### src/rtl/mwdma_pkg.sv
package mwdma_pkg;

  typedef enum logic [2:0] {
    ST_IDLE,
    ST_SETUP,
    ST_ACTIVE,
    ST_RECOV,
    ST_HOLD
  } seq_st_e;

  function automatic int cdiv(input int n, input int d);
    return (n + d - 1) / d;
  endfunction

  function automatic int imax(input int a, input int b);
    return (a > b) ? a : b;
  endfunction

  // minimums in ns, index 0..2; any larger index behaves as 2
  function automatic int pick(input int m, input int v0, input int v1, input int v2);
    return (m == 0) ? v0 : (m == 1) ? v1 : v2;
  endfunction

  function automatic int act_clk(input int m, input int p);
    return cdiv(pick(m, 215, 80, 70), p);
  endfunction

  function automatic int rest_clk(input int m, input int rd, input int p);
    int a, neg, cyc, lat;
    a   = act_clk(m, p);
    neg = cdiv(rd != 0 ? pick(m, 50, 50, 25) : pick(m, 215, 50, 25), p);
    cyc = cdiv(pick(m, 480, 150, 120), p) - a;
    lat = cdiv(rd != 0 ? pick(m, 120, 40, 35) : pick(m, 40, 40, 35), p) - a;
    return imax(neg, imax(cyc, lat));
  endfunction

  function automatic int setup_clk(input int m, input int p);
    return cdiv(pick(m, 50, 30, 25), p);
  endfunction

  function automatic int hold_clk(input int m, input int p);
    return imax(cdiv(pick(m, 20, 5, 5), p),
                imax(cdiv(pick(m, 15, 10, 10), p), cdiv(pick(m, 20, 15, 10), p)));
  endfunction

endpackage

### src/rtl/mwdma_timing.sv
module mwdma_timing #(
  parameter int CLK_NS = 10,
  parameter int TMR_W  = 8
) (
  input  logic [1:0]       mode,
  input  logic             rd,
  output logic [TMR_W-1:0] n_act,
  output logic [TMR_W-1:0] n_rest,
  output logic [TMR_W-1:0] n_setup,
  output logic [TMR_W-1:0] n_hold
);
  localparam int NMODE = 4;

  logic [TMR_W-1:0] act_t   [NMODE];
  logic [TMR_W-1:0] setup_t [NMODE];
  logic [TMR_W-1:0] hold_t  [NMODE];
  logic [TMR_W-1:0] rest_t  [2*NMODE];

  for (genvar g = 0; g < NMODE; g++) begin : g_mode
    localparam int A  = mwdma_pkg::act_clk(g, CLK_NS);
    localparam int S  = mwdma_pkg::setup_clk(g, CLK_NS);
    localparam int H  = mwdma_pkg::hold_clk(g, CLK_NS);
    localparam int RW = mwdma_pkg::rest_clk(g, 0, CLK_NS);
    localparam int RR = mwdma_pkg::rest_clk(g, 1, CLK_NS);
    assign act_t[g]       = TMR_W'(A);
    assign setup_t[g]     = TMR_W'(S);
    assign hold_t[g]      = TMR_W'(H);
    assign rest_t[2*g]    = TMR_W'(RW);
    assign rest_t[2*g+1]  = TMR_W'(RR);
  end

  assign n_act   = act_t[mode];
  assign n_setup = setup_t[mode];
  assign n_hold  = hold_t[mode];
  assign n_rest  = rest_t[{mode, rd}];
endmodule

### src/rtl/mwdma_engine.sv
module mwdma_engine #(
  parameter int CNT_W  = 8,
  parameter int DATA_W = 16,
  parameter int TMR_W  = 8
) (
  input  logic              clk,
  input  logic              rst_n,
  input  logic              start,
  input  logic [1:0]        mode,
  input  logic              rd_dir,
  input  logic [CNT_W-1:0]  word_count,
  input  logic [TMR_W-1:0]  n_act,
  input  logic [TMR_W-1:0]  n_rest,
  input  logic [TMR_W-1:0]  n_setup,
  input  logic [TMR_W-1:0]  n_hold,
  output logic [1:0]        cfg_mode,
  output logic              cfg_rd,
  output logic              busy,
  output logic              done,
  input  logic [DATA_W-1:0] wr_data,
  input  logic              wr_valid,
  output logic              wr_ready,
  output logic [DATA_W-1:0] rd_data,
  output logic              rd_valid,
  input  logic              rd_ready,
  input  logic              bus_req,
  output logic              ack,
  output logic              rd_stb,
  output logic              wr_stb,
  input  logic [DATA_W-1:0] bus_d_in,
  output logic [DATA_W-1:0] bus_d_out,
  output logic              bus_d_oe
);
  import mwdma_pkg::*;

  localparam int MON_W = 16;

  seq_st_e          st;
  logic [TMR_W-1:0] cnt;
  logic [CNT_W-1:0] rem;
  logic [1:0]       mode_q;
  logic             dir_q;
  logic             done_q;
  logic             rd_valid_q;
  logic [DATA_W-1:0] rd_data_q;
  logic [DATA_W-1:0] d_out_q;
  logic             d_oe_q;

  logic decide, sys_ok;

  assign cfg_mode = (st == ST_IDLE) ? mode   : mode_q;
  assign cfg_rd   = (st == ST_IDLE) ? rd_dir : dir_q;

  assign decide = (st == ST_SETUP || st == ST_RECOV) && (cnt == '0);
  assign sys_ok = dir_q ? (!rd_valid_q || rd_ready) : wr_valid;

  assign wr_ready  = decide && bus_req && !dir_q;
  assign busy      = (st != ST_IDLE);
  assign ack       = busy;
  assign rd_stb    = (st == ST_ACTIVE) && dir_q;
  assign wr_stb    = (st == ST_ACTIVE) && !dir_q;
  assign done      = done_q;
  assign rd_valid  = rd_valid_q;
  assign rd_data   = rd_data_q;
  assign bus_d_out = d_out_q;
  assign bus_d_oe  = d_oe_q;

  always_ff @(posedge clk or negedge rst_n) begin
    if (!rst_n) begin
      st         <= ST_IDLE;
      cnt        <= '0;
      rem        <= '0;
      mode_q     <= '0;
      dir_q      <= 1'b0;
      done_q     <= 1'b0;
      rd_valid_q <= 1'b0;
      rd_data_q  <= '0;
      d_out_q    <= '0;
      d_oe_q     <= 1'b0;
    end else begin
      done_q <= 1'b0;
      if (rd_valid_q && rd_ready) rd_valid_q <= 1'b0;
      case (st)
        ST_IDLE: begin
          if (start) begin
            if (word_count == '0) begin
              done_q <= 1'b1;
            end else begin
              st     <= ST_SETUP;
              cnt    <= n_setup - 1'b1;
              rem    <= word_count;
              dir_q  <= rd_dir;
              mode_q <= mode;
            end
          end
        end
        ST_SETUP, ST_RECOV: begin
          if (cnt != '0) begin
            cnt <= cnt - 1'b1;
          end else if (!bus_req) begin
            st  <= ST_HOLD;
            cnt <= n_hold - 1'b1;
          end else if (sys_ok) begin
            st  <= ST_ACTIVE;
            cnt <= n_act - 1'b1;
            if (!dir_q) begin
              d_out_q <= wr_data;
              d_oe_q  <= 1'b1;
            end
          end
        end
        ST_ACTIVE: begin
          if (cnt != '0) begin
            cnt <= cnt - 1'b1;
          end else begin
            rem <= rem - 1'b1;
            if (dir_q) begin
              rd_data_q  <= bus_d_in;
              rd_valid_q <= 1'b1;
            end
            if (rem == CNT_W'(1)) begin
              st  <= ST_HOLD;
              cnt <= n_hold - 1'b1;
            end else begin
              st  <= ST_RECOV;
              cnt <= n_rest - 1'b1;
            end
          end
        end
        ST_HOLD: begin
          if (cnt != '0) begin
            cnt <= cnt - 1'b1;
          end else begin
            st     <= ST_IDLE;
            done_q <= 1'b1;
            d_oe_q <= 1'b0;
          end
        end
        default: st <= ST_IDLE;
      endcase
    end
  end

  // run-length monitors for the strobe, kept apart from the sequencer counter
  logic             stb_any;
  logic             seen_stb;
  logic [MON_W-1:0] hi_len, lo_len;
  assign stb_any = rd_stb || wr_stb;

  always_ff @(posedge clk or negedge rst_n) begin
    if (!rst_n) begin
      hi_len   <= '0;
      lo_len   <= '0;
      seen_stb <= 1'b0;
    end else begin
      hi_len   <= stb_any ? hi_len + 1'b1 : '0;
      lo_len   <= stb_any ? '0 : ((lo_len == '1) ? lo_len : lo_len + 1'b1);
      seen_stb <= ack && (seen_stb || stb_any);
    end
  end

  AST_ACT_WIDTH: assert property (@(posedge clk) disable iff (!rst_n)
    $fell(stb_any) |-> hi_len == MON_W'(n_act));
  AST_REC_WIDTH: assert property (@(posedge clk) disable iff (!rst_n)
    ($rose(stb_any) && seen_stb) |-> lo_len >= MON_W'(n_rest));
  AST_STB_UNDER_ACK: assert property (@(posedge clk) disable iff (!rst_n)
    stb_any |-> ack);
  AST_DONE_RELEASE: assert property (@(posedge clk) disable iff (!rst_n)
    done |-> !ack);
  AST_WR_STABLE: assert property (@(posedge clk) disable iff (!rst_n)
    (wr_stb && $past(wr_stb)) |-> ($stable(bus_d_out) && bus_d_oe));
  AST_RD_HOLD: assert property (@(posedge clk) disable iff (!rst_n)
    (rd_valid && !rd_ready) |=> (rd_valid && $stable(rd_data)));
  AST_WR_STARVE: assert property (@(posedge clk) disable iff (!rst_n)
    (decide && !dir_q && !wr_valid) |=> !wr_stb);
endmodule

### src/rtl/mwdma_host_seq.sv
module mwdma_host_seq #(
  parameter int CLK_NS = 10,
  parameter int CNT_W  = 8,
  parameter int DATA_W = 16,
  parameter int TMR_W  = 8
) (
  input  logic              clk,
  input  logic              rst_n,
  input  logic              start,
  input  logic [1:0]        mode,
  input  logic              rd_dir,
  input  logic [CNT_W-1:0]  word_count,
  output logic              busy,
  output logic              done,
  input  logic [DATA_W-1:0] wr_data,
  input  logic              wr_valid,
  output logic              wr_ready,
  output logic [DATA_W-1:0] rd_data,
  output logic              rd_valid,
  input  logic              rd_ready,
  input  logic              bus_req,
  output logic              bus_ack_n,
  output logic [1:0]        bus_cs_n,
  output logic              bus_rd_n,
  output logic              bus_wr_n,
  input  logic [DATA_W-1:0] bus_d_in,
  output logic [DATA_W-1:0] bus_d_out,
  output logic              bus_d_oe
);
  logic [TMR_W-1:0] n_act, n_rest, n_setup, n_hold;
  logic [1:0]       cfg_mode;
  logic             cfg_rd;
  logic             ack, rd_stb, wr_stb;

  mwdma_timing #(.CLK_NS(CLK_NS), .TMR_W(TMR_W)) u_timing (
    .mode    (cfg_mode),
    .rd      (cfg_rd),
    .n_act   (n_act),
    .n_rest  (n_rest),
    .n_setup (n_setup),
    .n_hold  (n_hold)
  );

  mwdma_engine #(.CNT_W(CNT_W), .DATA_W(DATA_W), .TMR_W(TMR_W)) u_engine (
    .clk        (clk),
    .rst_n      (rst_n),
    .start      (start),
    .mode       (mode),
    .rd_dir     (rd_dir),
    .word_count (word_count),
    .n_act      (n_act),
    .n_rest     (n_rest),
    .n_setup    (n_setup),
    .n_hold     (n_hold),
    .cfg_mode   (cfg_mode),
    .cfg_rd     (cfg_rd),
    .busy       (busy),
    .done       (done),
    .wr_data    (wr_data),
    .wr_valid   (wr_valid),
    .wr_ready   (wr_ready),
    .rd_data    (rd_data),
    .rd_valid   (rd_valid),
    .rd_ready   (rd_ready),
    .bus_req    (bus_req),
    .ack        (ack),
    .rd_stb     (rd_stb),
    .wr_stb     (wr_stb),
    .bus_d_in   (bus_d_in),
    .bus_d_out  (bus_d_out),
    .bus_d_oe   (bus_d_oe)
  );

  assign bus_ack_n = !ack;
  assign bus_rd_n  = !rd_stb;
  assign bus_wr_n  = !wr_stb;
  assign bus_cs_n  = 2'b11;
endmodule

### config.mk
export PLATFORM = sky130hd
export DESIGN_NAME = mwdma_host_seq
export DESIGN_NICKNAME = d
export VERILOG_FILES = /design/src/rtl/mwdma_pkg.sv /design/src/rtl/mwdma_timing.sv /design/src/rtl/mwdma_engine.sv /design/src/rtl/mwdma_host_seq.sv
export SDC_FILE = /design/constraint.sdc
export NUM_CORES = 1
export LEC_CHECK = 0
export CAP_MARGIN = 20
export CORE_MARGIN = 5
export CORE_UTILIZATION = 44
export CTS_BUF_LIST = sky130_fd_sc_hd__clkbuf_4 sky130_fd_sc_hd__clkbuf_8
export CTS_CLUSTER_DIAMETER = 100
export DETAILED_ROUTE_END_ITERATION = 16
export PLACE_DENSITY = 0.87
export SLEW_MARGIN = 30
export SYNTH_ARGS = -nofsm -noshare
export SYNTH_HDL_FRONTEND = slang
export SYNTH_SLANG_ARGS = --single-unit
### constraint.sdc
create_clock -name clk -period 2.1 [get_ports clk]
set_input_delay 0.21 -clock clk [delete_from_list [all_inputs] [get_ports clk]]
set_output_delay 0.21 -clock clk [all_outputs]
set_load 0.02 [all_outputs]
# After elaboration in Yosys (flattened, before gate mapping)
# Memory sizes are Yosys's and may differ from the RTL's.
# Cells that the tools add are included.
[word_totals] input_bits=49 out_inout_bits=42 rom_bits=64 memories=1 ff_bits=57 elab_cells=119
[mem_list] name="(name not given)" words=8 width=8 read_ports=1 rd_clocked_by_memory_dff=0 write_ports=0 line_no="mwdma_timing.sv:35" text="assign n_rest = rest_t[{mode, rd}];"
[op_classes] reduce_logical=29 n_mux=50 n_eq_ne=16 add_sub_neg=6 bitwise=5 order_cmp=2
[ops] operator="2-to-1 mux 8 bit" count=19
[ops] operator="binary-select mux 8 bit (select 2 bit)" count=3
[ops] operator="subtractor 8 x 1 -> 8 bit (second input constant)" count=6
[ops] operator="one-hot mux 8 bit (4 select lines)" count=1
[ops] operator="2-to-1 mux 3 bit" count=8
[ops] operator="logical NOT 8 bit" count=2
[ops] operator="one-hot mux 8 bit (2 select lines)" count=1
[ops] operator="2-to-1 mux 1 bit" count=14
[ops] operator="!= test 2 bit (second input constant)" count=7
[ops] operator="one-hot mux 3 bit (4 select lines)" count=1
[ops] operator="AND reduction 6 bit" count=2
[ops] operator="AND reduction 5 bit" count=2
[ops] operator="== test 8 x 1 -> 1 bit (second input constant)" count=1
[ops] operator="nonzero test 8 bit" count=1
[ops] operator="== test 3 x 2 -> 1 bit (second input constant)" count=2
[ops] operator="logical AND 1 bit" count=6
[ops] operator="AND reduction 3 bit" count=2
[ops] operator="logical NOT 1 bit" count=5
[ops] operator="greater-or-equal comparator 4 bit (second input constant)" count=1
[ops] operator="!= test 2 x 1 -> 1 bit (second input constant)" count=2
[ops] operator="!= test 4 x 2 -> 1 bit (second input constant)" count=1
[ops] operator="inverter 3 -> 4 bit" count=1
[ops] operator="one-hot mux 1 bit (2 select lines)" count=2
[ops] operator="AND reduction 4 bit" count=1
[ops] operator="other kinds (13)" count=17

# Logic depth before layout (Yosys ltp)
# Gate-level depths: netlist of run 1.
[depth] depth_word=11 ltp_mapped=8 depth_no_buf=7

# By module
# Synthesis of run 1 repeated with hierarchy kept, for this count alone.
[hier_totals] hier_cells=407 area_unflattened_um2=3809.9
[by_module_without_submodules] mod="mwdma_engine" area_each_um2=3543.4 cells_each=367 seq_area_each_um2=1426.4 n_inst=1
[by_module_without_submodules] mod="mwdma_timing" area_each_um2=236.5 cells_each=34 seq_area_each_um2=0.0 n_inst=1
[by_module_without_submodules] mod="mwdma_host_seq" area_each_um2=30.0 cells_each=6 seq_area_each_um2=0.0 n_inst=1

# Worst setup path before layout of run 1
# OpenSTA, ideal clock, no wires.
[synth_path] kind="reg2reg" start="register u_engine.cnt[0]" end="register u_engine.d_out_q[10], in the netlist u_engine.bus_d_out[10]" stages_incl_launch_ff=9 synth_period_minus_slack_ps=2293 setup_time_ps=125 n_path_buf=1 required_time_ps=1975 t_arrival_ps=2168 setup_slack_ps=-193 path_cell_list="dfrtp_1 -> inv_1 -> ha_1 -> nor3b_1 -> nand2_4 -> nor3_4 -> nand2_4 -> buf_6 -> mux2_4"
[synth_via] elab_chain_cells=3
[synth_lines] item="start: declaration" line_no="mwdma_engine.sv:39" text="logic [TMR_W-1:0] cnt;"
[synth_lines] item="start signal: assignment" line_no="mwdma_engine.sv:90" text="cnt <= n_setup - 1'b1;"
[synth_lines] item="start signal: assignment" line_no="mwdma_engine.sv:99" text="cnt <= cnt - 1'b1;"
[synth_lines] item="start signal: assignment" line_no="mwdma_engine.sv:102" text="cnt <= n_hold - 1'b1;"
[synth_lines] item="nonzero test 8 bit" line_no="mwdma_engine.sv:98" text="if (cnt != '0) begin"
[synth_lines] item="inverter 1 bit (no line)"
[synth_lines] item="AND reduction 5 bit (no line)"
[synth_lines] item="end signal: assignment" line_no="mwdma_engine.sv:107" text="d_out_q <= wr_data;"
[synth_lines] item="end: declaration" line_no="mwdma_engine.sv:46" text="logic [DATA_W-1:0] d_out_q;"
# Every way passes these cells.
# A chain may end at the register's enable or synchronous reset.

# Final worst setup path of run 1
[layout_path] start="register u_engine.rem[6]" end="register u_engine.cnt[0]"
[layout_via] elab_chain_cells=4
[layout_lines] item="start: declaration" line_no="mwdma_engine.sv:40" text="logic [CNT_W-1:0] rem;"
[layout_lines] item="start signal: assignment" line_no="mwdma_engine.sv:91" text="rem <= word_count;"
[layout_lines] item="start signal: assignment" line_no="mwdma_engine.sv:116" text="rem <= rem - 1'b1;"
[layout_lines] item="== test 8 x 1 -> 1 bit" line_no="mwdma_engine.sv:121" text="if (rem == CNT_W'(1)) begin"
[layout_lines] item="2-to-1 mux 8 bit" line_no="mwdma_engine.sv:121"
[layout_lines] item="2-to-1 mux 8 bit" line_no="mwdma_engine.sv:113" text="if (cnt != '0) begin"
[layout_lines] item="one-hot mux 8 bit (4 select lines)" line_no="mwdma_engine.sv:83" text="case (st)"
[layout_lines] item="end signal: assignment" line_no="mwdma_engine.sv:114" text="cnt <= cnt - 1'b1;"
[layout_lines] item="end signal: assignment" line_no="mwdma_engine.sv:123" text="cnt <= n_hold - 1'b1;"
[layout_lines] item="end signal: assignment" line_no="mwdma_engine.sv:126" text="cnt <= n_rest - 1'b1;"
# Every way passes these cells.

==> flow_metrics.py, run 1 <==
metrics = {
    "outcome": {
        "status": "finished, final reports clean",
    },
    "setup_path": {
        "required_ns": 2.36,
        "r2r_end": "u_engine.cnt[0]",
        "crit_family": "simple AND/OR/NAND/NOR gates",
        "criticalPathCategory": "reg -> reg",
        "crit_path_end_kind": "flop",
        "path_cells": "or4_1, or4_4, mux2i_1, o221a_2, o21ai_1",
        "slowest_delay_ns": 0.53,
        "r2r_cells": 5,
        "critPathLaunch": "u_engine.rem[6]",
        "r2r_slack_ns": 0.07,
        "start_kind": "flop",
        "cp.arrival_ns": 2.28,
        "reg2reg_from": "u_engine.rem[6]",
        "cp.buffers_inverters": 0,
        "crit_fanout": 4,
        "critPathSlowestCell": "or4_1",
    },
    "routing": {
        "drtIter0Drc": 209,
        "wl_microns": 8212,
        "drc": 0,
        "vias_per_cell": 5.669,
        "antenna_left": 0,
        "route.detailed.wl_per_inst_microns": 17.22,
        "drtPass1Iterations": 4,
        "via_count": 2704,
    },
    "die": {
        "num_rows": 30,
        "die_height_microns": 93.01,
        "start_util_pct": 44.87,
        "io_pins": 91,
        "die_x_microns": 93.01,
        "dieArea_sq_mm": 0.008650,
        "core_area_sq_mm": 0.006756,
    },
    "power": {
        "intPower_mw": 4.188,
        "power_frac_comb_pct": 54.6,
        "p_switching_mw": 2.750,
        "p_total_mw": 6.938,
        "powerDensity_mw_per_mm2": 1571,
        "power_leakage_nw": 1.958,
        "irDropWorstVdd_mv": 0.8461,
        "swShare_pct": 39.64,
        "pwr-share-seq_pct": 28.9,
        "pwr-share-clk_pct": 16.4,
    },
    "timing": {
        "setup_tns_ns": 0,
        "drv_slew": 0,
        "clock-skew-final_ns": 0.01112,
        "period_share_pct": 96.44,
        "min_period_ns": 2.025,
        "fin_ws_ns": 0.07485,
        "worstMarginPinSlew_ns": 0.6315,
        "hold_slack_ns": 0.4031,
        "hold_viol": 0,
        "rsz0062_at_grt": "false",
        "relSlewSlack_pct": 57.58,
        "finalSetupViolCount": 0,
        "max_freq_mhz": 493.8,
    },
    "placement": {
        "post-dp-hpwl_microns": 5938,
        "place_ws_ns": -0.01024,
        "portBuffers": 88,
        "routabilityCongestion": 0.9207,
        "place_area_sq_mm": 0.004109,
    },
    "logic_synthesis": {
        "ys_warn_count": 0,
        "synth_area_per_cell_sq_um": 10.94,
        "synthesis.area_sq_mm": 0.003032,
        "synth_edf_count": 0,
        "ys_seq_elements": 57,
        "async_flop_share_pct": 100.0,
        "syn_inst": 277,
        "synthFlopType": "dfrtp_1",
        "synth-seq-area-share_pct": 47.05,
        "yosysUniqueCellTypes": 60,
    },
    "min_path": {
        "hp-class": "in -> async",
    },
    "global_route": {
        "grt_pass1_wl_microns": 13230,
        "antenna_found_initial": 0,
        "globalRoute.totalOverflow": 0,
        "track_usage_pct": 19.37,
        "grt_pass1_vias": 2792,
        "grt_max_degree": 27,
    },
    "clocking": {
        "clkLatencyLatePin_ns": 0.34,
        "h-tree-depth": 3,
        "clkSinkCount": 57,
        "clockBufferDepth": 2,
        "cts_tree": "done",
        "cts-root-buf": "clkbuf_8",
        "cts_buffers": 9,
        "path_clk_slew_ns": 0.07,
    },
    "layout": {
        "diodes": 0,
        "fin_nets": 446,
        "final_area_sq_mm": 0.004415,
        "drive_gt1_share_pct": 25.44,
        "syn_to_final_growth_pct": 45.65,
    },
    "job": {
        "drv_cap": 0,
    },
}
worst max-delay path by stage:
stage | end | cells past startpoint
floorplan | u_engine.rd_data[10] | 8
global placement | u_engine.cnt[0] | 5
detailed placement | u_engine.rd_data[14] | 6
CTS | wr_ready | 7
global route | wr_ready | 7
finish | u_engine.cnt[0] | 5
Yosys cell counts (all sizes together), types with 2 or more instances:
cell | instances | area, sq um
and3b | 2 | 17.52
a41oi | 2 | 17.52
o22a | 2 | 17.52
buf | 9 | 68.81
nor3 | 5 | 36.29
a22oi | 3 | 22.52
o22ai | 3 | 18.77
mux2i | 4 | 40.04
nand2b | 3 | 18.77
nand3 | 4 | 32.53
a31oi | 2 | 12.51
mux2 | 38 | 465.4
o211ai | 2 | 15.01
a211oi | 2 | 20.02
ha | 4 | 50.05
o21bai | 2 | 15.01
nor4 | 6 | 52.55
or4 | 4 | 33.78
dfrtp | 57 | 1426
inv | 11 | 41.29
nor3b | 3 | 27.52
a21oi | 16 | 80.08
clkbuf | 5 | 18.77
o21a | 2 | 15.01
o32a | 2 | 20.02
nor2 | 24 | 97.59
o21ai | 19 | 95.09
or3 | 2 | 12.51
nand2 | 20 | 90.08
registers in the layout (all words and copies together) (netlist names):
signal	cells
u_engine.rem	8
u_engine.rd_valid	1
u_engine.st	3
u_engine.rd_data	16
u_engine.bus_d_out	16
u_engine.cnt	8
u_engine.done	1
u_engine.mode_q	2
u_engine.bus_d_oe	1
u_engine.dir_q	1
cell usage in the layout, fill, tap and decap left out, types with 3 or more instances in the layout:
cell type         n
nand2b_1          3
a21oi_1          16
clkbuf_8         10
nand3_1           3
nor4_1            5
nand2_1          18
nor3_1            4
o21ai_0          17
ha_1              4
nor2_1           23
clkdlybuf4s50_1  82
inv_1             9
mux2i_1           4
o22ai_1           3
a22oi_1           3
mux2_2           28
dlygate4sd2_1     3
dfrtp_1          57
buf_4            27
mux2_4           10
cells by family (layout without fill, tap and decap cells):
logic type | Yosys count | in the layout | share of synthesized area, %
flip-flops | 57 | 57 | 47.05
other | 1 | 2 | 0.1237
XOR/XNOR | 2 | 2 | 0.5779
AO/OA/AOI/OAI | 68 | 68 | 14.69
multiplexers | 42 | 42 | 16.67
buffers and inverters | 25 | 143 | 4.251
adder cells (fa/ha/maj) | 4 | 4 | 1.651
AND/OR/NAND/NOR | 78 | 79 | 14.98
per-layer routing:
metal,share of wire [%],global-route usage [%],up-vias
li1,-,-,1246
met4,2.6,7.814,0
met3,8.1,5.873,26
met1,39,23.60,1311
met2,51,32.03,121
met5,0,0,-
worst reg2reg max path: cells and delay by family (launching register included):
family,cells,cell delay [ns]
AND/OR/NAND/NOR,2,1.00
multiplexers,1,0.15
AO/OA/AOI/OAI,2,0.39
flip-flops,1,0.41
final cells by class:
cell class / count / area (sq um)
multi-input cells: 197 / 1529
flip-flops and latches: 57 / 1426
clock inverters: 5 / 78.83
fillers: 508 / 2341
repair buffers: 117 / 1102
inverters: 11 / 41.29
clock buffers: 10 / 137.6
well taps: 80 / 100.1
timing repair:
item | 4_1_cts | 5_1_grt
hold buffers | 1 | 0
resized for setup | 10 | 5
gates cloned | 1 | 0
pin swaps | 2 | 2
setup buffers | 1 | 3
endpoints found under the setup margin | 24 | 9
hold endpoints to repair | 24 | 0
through the flow:
| stage | instances | utilization [%] |
|---|---|---|
| 2_1_floorplan | 278 | - |
| 3_3_place_gp | 456 | 60.81 |
| 3_5_place_dp | 456 | 60.81 |
| 4_1_cts | 474 | 64.63 |
| 5_1_grt | 477 | 65.35 |
| 6_report | 477 | 65.35 |
power groups by stage:
| stage | Sequential (mW) | Combinational (mW) | Clock (mW) |
|---|---|---|---|
| 4_1_cts | 2.00 | 3.68 | 1.15 |
| 2_1_floorplan | 2.31 | 1.88 | 0 |
| 6_report | 2.01 | 3.79 | 1.14 |
| 5_1_grt | 2.08 | 4.09 | 1.21 |
| 3_3_place_gp | 1.96 | 3.57 | 0 |
| 3_5_place_dp | 2.00 | 3.63 | 0 |
Power figures use the tool's default switching activity.
==> run 2, diff against run 1 <==
--- a/config.mk
+++ b/config.mk
@@ -12,6 +12,7 @@
 export CTS_CLUSTER_DIAMETER = 100
 export DETAILED_ROUTE_END_ITERATION = 16
 export PLACE_DENSITY = 0.87
+export REMOVE_ABC_BUFFERS = 1
 export SLEW_MARGIN = 30
 export SYNTH_ARGS = -nofsm -noshare
 export SYNTH_HDL_FRONTEND = slang
==> run 2 against run 1 <==
Compared with the run above: total power decreased by 1.1%; combinational power about the same; first-iteration DRC count decreased by 11%; sequential share of layout area increased by 0.41 points; final cell count decreased by 0.42%; highest routed layer unchanged; critical path type unchanged.
==> flow_metrics.py, run 2 (synthesis results as in run 1) <==
metrics = {
    "outcome": {
        "status": "finished, final reports clean",
    },
    "placement": {
        "place_ws_ns": -0.01129,
        "portBuffers": 88,
        "routabilityCongestion": 0.9450,
        "place_area_sq_mm": 0.004131,
        "post-dp-hpwl_microns": 6106,
    },
    "layout": {
        "syn_to_final_growth_pct": 43.83,
        "fin_util_pct": 64.54,
        "diodes": 0,
        "fillCellCount": 524,
        "final_area_sq_mm": 0.004360,
        "final_common_cell": "clkdlybuf4s50_1",
        "fin_nets": 443,
        "drive_gt1_share_pct": 24.30,
        "final_cell_mix": "clkdlybuf4s50_1, dfrtp_1, mux2_2",
    },
    "die": {
        "dieArea_sq_mm": 0.008650,
        "io_pins": 91,
        "num_rows": 30,
        "die_x_microns": 93.01,
        "die_height_microns": 93.01,
        "start_util_pct": 44.87,
        "core_area_sq_mm": 0.006756,
    },
    "min_path": {
        "hp-class": "in -> async",
    },
    "global_route": {
        "grt_max_degree": 30,
        "globalRoute.totalOverflow": 0,
        "track_usage_pct": 19.71,
        "antenna_found_initial": 0,
        "grt_pass1_wl_microns": 13500,
        "grt_pass1_vias": 2786,
    },
    "routing": {
        "drtPass1Iterations": 4,
        "wl_met1_microns": 3431,
        "drc": 0,
        "antenna_left": 0,
        "via_count": 2679,
        "drtIter0Drc": 187,
        "dr_wl_met3_microns": 540,
        "dr.max_layer_used": "met4",
        "vias_per_cell": 5.640,
        "route.met2.wl_microns": 4303,
        "wl_microns": 8452,
        "route.detailed.wl_per_inst_microns": 17.79,
    },
    "power": {
        "power_leakage_nw": 1.932,
        "powerDensity_mw_per_mm2": 1574,
        "irDropWorstVdd_mv": 0.8707,
    },
    "clocking": {
        "cts-root-buf": "clkbuf_8",
        "cts_tree": "done",
        "clockBufferDepth": 2,
        "post_cts_buffers": 0,
        "path_clk_slew_ns": 0.07,
        "cts_buffers": 9,
        "clkLatencyLatePin_ns": 0.34,
        "clkSinkCount": 57,
        "h-tree-depth": 3,
    },
    "setup_path": {
        "crit_fanout": 4,
        "critPathSlowestCell": "or4_1",
        "r2r_slack_ns": 0.07,
        "reg2reg_from": "u_engine.rem[6]",
        "critPathLaunch": "u_engine.rem[6]",
        "required_ns": 2.37,
        "r2r_end": "u_engine.cnt[0]",
        "cp.arrival_ns": 2.30,
        "crit_path_end": "u_engine.cnt[0]",
        "crit_path_end_kind": "flop",
        "start_kind": "flop",
        "criticalPathCategory": "reg -> reg",
        "slowest_delay_ns": 0.56,
        "path_cells": "or4_1, or4_4, mux2i_1, o221a_2, o21ai_1",
        "r2r_cells": 5,
    },
    "timing": {
        "period_share_pct": 96.83,
        "max_freq_mhz": 491.8,
        "hold_viol": 0,
        "min_period_ns": 2.033,
        "fin_ws_ns": 0.06660,
        "finalSetupViolCount": 0,
        "worstMarginPinSlew_ns": 0.6777,
        "drv_slew": 0,
        "relSlewSlack_pct": 54.82,
        "clock-skew-final_ns": 0.009055,
        "setup_tns_ns": 0,
    },
    "job": {
        "drv_cap": 0,
    },
}
## run 2: cell types whose count changed in the layout (fill, tap and decap cells not counted), sizes merged
cell / delta
nand3: -1
bufinv: -1
clkinv: -2
inv: -1
clkinvlp: +3
buf: -2
clkbuf: +2
## run 2: cell type report
type	instances	area, sq um	share of cell area (%)
clock inverter	4	52.55	1.205
multi-input combinational	196	1498	34.35
inverter	11	41.29	0.9469
tap	80	100.1	2.296
clock buffer	12	152.6	3.501
sequential	57	1426	32.71
timing repair buffer	115	1090	24.99
## run 2: worst min-delay path by stage
stage	cells past startpoint	start	endpoint
global route	2	bus_d_in[13]	u_engine.rd_data[13]
floorplan	0	rst_n	u_engine.bus_d_oe
global placement	1	rst_n	u_engine.bus_d_oe
CTS	2	rst_n	u_engine.bus_d_out[14]
finish	2	rst_n	u_engine.bus_d_out[14]
detailed placement	1	rst_n	u_engine.bus_d_out[13]
## run 2: routing by layer
metal,global-route usage (%),up-vias
li1,-,1244
met1,23.99,1320
met2,32.15,97
met3,6.275,18
met4,8.425,0
met5,0,-
## run 2: critical path, delay by kind of cell (launching register included)
kind	cells	cell delay (ns)
simple gates	2	1.04
flops	1	0.41
compound gates	2	0.38
mux	1	0.14
## run 2: per-stage QoR
step,power [mW],instances,hold WS [ns]
after floorplan,4.092,264,-0.08559
after global placement,5.599,458,0.2758
after detailed placement,5.709,458,0.2864
after CTS,6.798,475,0.4689
after global routing,7.306,475,0.4726
final,6.864,475,0.4426
## run 2: power by group
part | internal [mW] | total, mW | switching, mW
registers | 1.60 | 1.99 | 0.390
clock network | 0.607 | 1.06 | 0.457
logic | 1.88 | 3.81 | 1.92
## run 2: timing repair
action	CTS	global route
pin swaps	0	2
hold buffers	1	0
hold endpoints to repair	28	0
setup endpoints to repair	4	28
gates resized for setup	7	8
==> run 3, diff against run 2 <==
--- a/config.mk
+++ b/config.mk
@@ -6,8 +6,10 @@
 export NUM_CORES = 1
 export LEC_CHECK = 0
 export CAP_MARGIN = 20
+export CELL_PAD_IN_SITES_DETAIL_PLACEMENT = 0
+export CELL_PAD_IN_SITES_GLOBAL_PLACEMENT = 1
 export CORE_MARGIN = 5
-export CORE_UTILIZATION = 44
+export CORE_UTILIZATION = 34
 export CTS_BUF_LIST = sky130_fd_sc_hd__clkbuf_4 sky130_fd_sc_hd__clkbuf_8
 export CTS_CLUSTER_DIAMETER = 100
 export DETAILED_ROUTE_END_ITERATION = 16
==> run 3 against run 2 <==
Compared with the run above: routed wire length down 3.3%; first-iteration DRC count fell by 31%; clock power about the same; worst setup slack improved by 0.013 ns; utilization is 14 points lower; critical path depth rose by 5; cell area increased by 0.86%; global-route usage shrank 4.1 points; non-clock buffer count is 1 higher; hold slack lost 0.028 ns; critical path type unchanged; largest power group unchanged.
==> flow_metrics.py, run 3 (synthesis results as in run 1) <==
metrics = {
    "outcome": {
        "status": "finished, final reports clean",
    },
    "placement": {
        "routabilityCongestion": 0.8911,
        "portBuffers": 88,
        "post-dp-hpwl_microns": 6188,
        "place_area_sq_mm": 0.004174,
        "place_ws_ns": -0.01287,
        "dp_cells": 487,
    },
    "setup_path": {
        "crit_family": "compound AO/OA/AOI/OAI gates",
        "path_cells": "inv_1, ha_1, nor3b_2, buf_4, buf_4, a31oi_1, o211ai_1, buf_4, a221oi_1, a21oi_1",
        "crit_path_end_kind": "flop",
        "start_kind": "flop",
        "criticalPathCategory": "reg -> reg",
        "cp.arrival_ns": 2.23,
        "cp_common_cell": "buf_4",
        "crit_fanout": 13,
        "critPathSlowestCell": "dfrtp_1",
        "required_ns": 2.31,
        "slowest_delay_ns": 0.34,
        "cp.buffers_inverters": 4,
    },
    "timing": {
        "finalSetupViolCount": 0,
        "setup_tns_ns": 0,
        "min_period_ns": 2.020,
        "fin_ws_ns": 0.07955,
        "hold_viol": 0,
        "worstMarginPinSlew_ns": 0.7058,
        "clock-skew-final_ns": 0.01258,
        "hold_slack_ns": 0.4144,
        "max_freq_mhz": 494.9,
        "relSlewSlack_pct": 52.58,
        "drv_slew": 0,
        "rsz0062_at_grt": "false",
        "period_share_pct": 96.21,
    },
    "die": {
        "dieArea_sq_mm": 0.01090,
        "start_util_pct": 34.76,
        "num_rows": 34,
        "die_x_microns": 104.4,
        "io_pins": 91,
        "die_height_microns": 104.4,
        "core_area_sq_mm": 0.008721,
    },
    "global_route": {
        "antenna_found_initial": 0,
        "grt_pass1_vias": 2762,
        "track_usage_pct": 15.60,
        "globalRoute.totalOverflow": 0,
        "grt_pass1_wl_microns": 14040,
        "grt_max_degree": 36,
    },
    "clocking": {
        "path_clk_slew_ns": 0.07,
        "cts_buffers": 9,
        "cts_tree": "done",
        "clkSinkCount": 57,
        "clkLatencyLatePin_ns": 0.34,
        "post_cts_buffers": 0,
        "cts-root-buf": "clkbuf_8",
        "clockBufferDepth": 2,
        "h-tree-depth": 3,
    },
    "layout": {
        "fillCellCount": 796,
        "final_area_sq_mm": 0.004398,
        "final_cell_mix": "clkdlybuf4s50_1, dfrtp_1, mux2_2",
        "drive_gt1_share_pct": 24.37,
        "final_cells": 502,
        "syn_to_final_growth_pct": 45.07,
        "final_common_cell": "clkdlybuf4s50_1",
        "diodes": 0,
        "fin_nets": 444,
        "fin_util_pct": 50.43,
    },
    "min_path": {
        "hp-class": "in -> async",
    },
    "job": {
        "drv_cap": 0,
    },
    "routing": {
        "drtPass1Iterations": 4,
        "route.detailed.wl_per_inst_microns": 16.28,
        "antenna_left": 0,
        "vias_per_cell": 5.195,
        "via_count": 2608,
        "drtIter0Drc": 129,
        "wl_microns": 8172,
        "drc": 0,
    },
    "power": {
        "power_leakage_nw": 1.943,
        "p_total_mw": 6.798,
        "powerDensity_mw_per_mm2": 1546,
        "irDropWorstVdd_mv": 0.6501,
    },
}
-- run 3: cell count changes in the layout (fill, tap and decap cells not counted), sizes merged --
cell	change
clkinvlp	-2
buf	+1
-- run 3: per-layer routing --
layer	vias to the layer above	share of wire (%)	track usage [%]
met5	-	0	0
met1	1288	42	19.29
met3	14	6.9	5.587
met4	0	1.5	4.810
li1	1233	-	-
met2	73	49	25.34
-- run 3: final timing paths --
path                                startpoint                    to  slack [ns]  cells after the start
min reg2reg                u_engine.rd_data[9]   u_engine.rd_data[9]        0.50                      1
max                            u_engine.cnt[0]       u_engine.cnt[4]        0.08                     10
max in group asynchronous                rst_n  u_engine.rd_data[11]        1.10                      3
min in group clk                      rd_ready     u_engine.rd_valid        0.47                      2
max reg2reg                    u_engine.cnt[0]       u_engine.cnt[4]        0.08                     10
min                                      rst_n       u_engine.rem[2]        0.41                      2
-- run 3: layout make-up --
class	count	area (sq um)	share of cell area (%)
clock buffers	12	165.2	3.755
clock inverters	2	37.54	0.8535
repair buffers	116	1097	24.95
multi-input cells	196	1495	34.00
well taps	108	135.1	3.073
inverters	11	41.29	0.9388
flip-flops and latches	57	1426	32.43
-- run 3: repair_timing --
item                                   CTS  global route
pin swaps                                0             1
hold buffers                             1             0
setup endpoints to repair                5            24
endpoints found under the hold margin   22             0
gates cloned                             0             0
gates resized for setup                  8             7
-- run 3: report_power, final --
part | internal [mW] | total (mW) | switching (mW)
registers | 1.60 | 1.95 | 0.351
logic | 1.89 | 3.79 | 1.90
clock network | 0.632 | 1.06 | 0.426
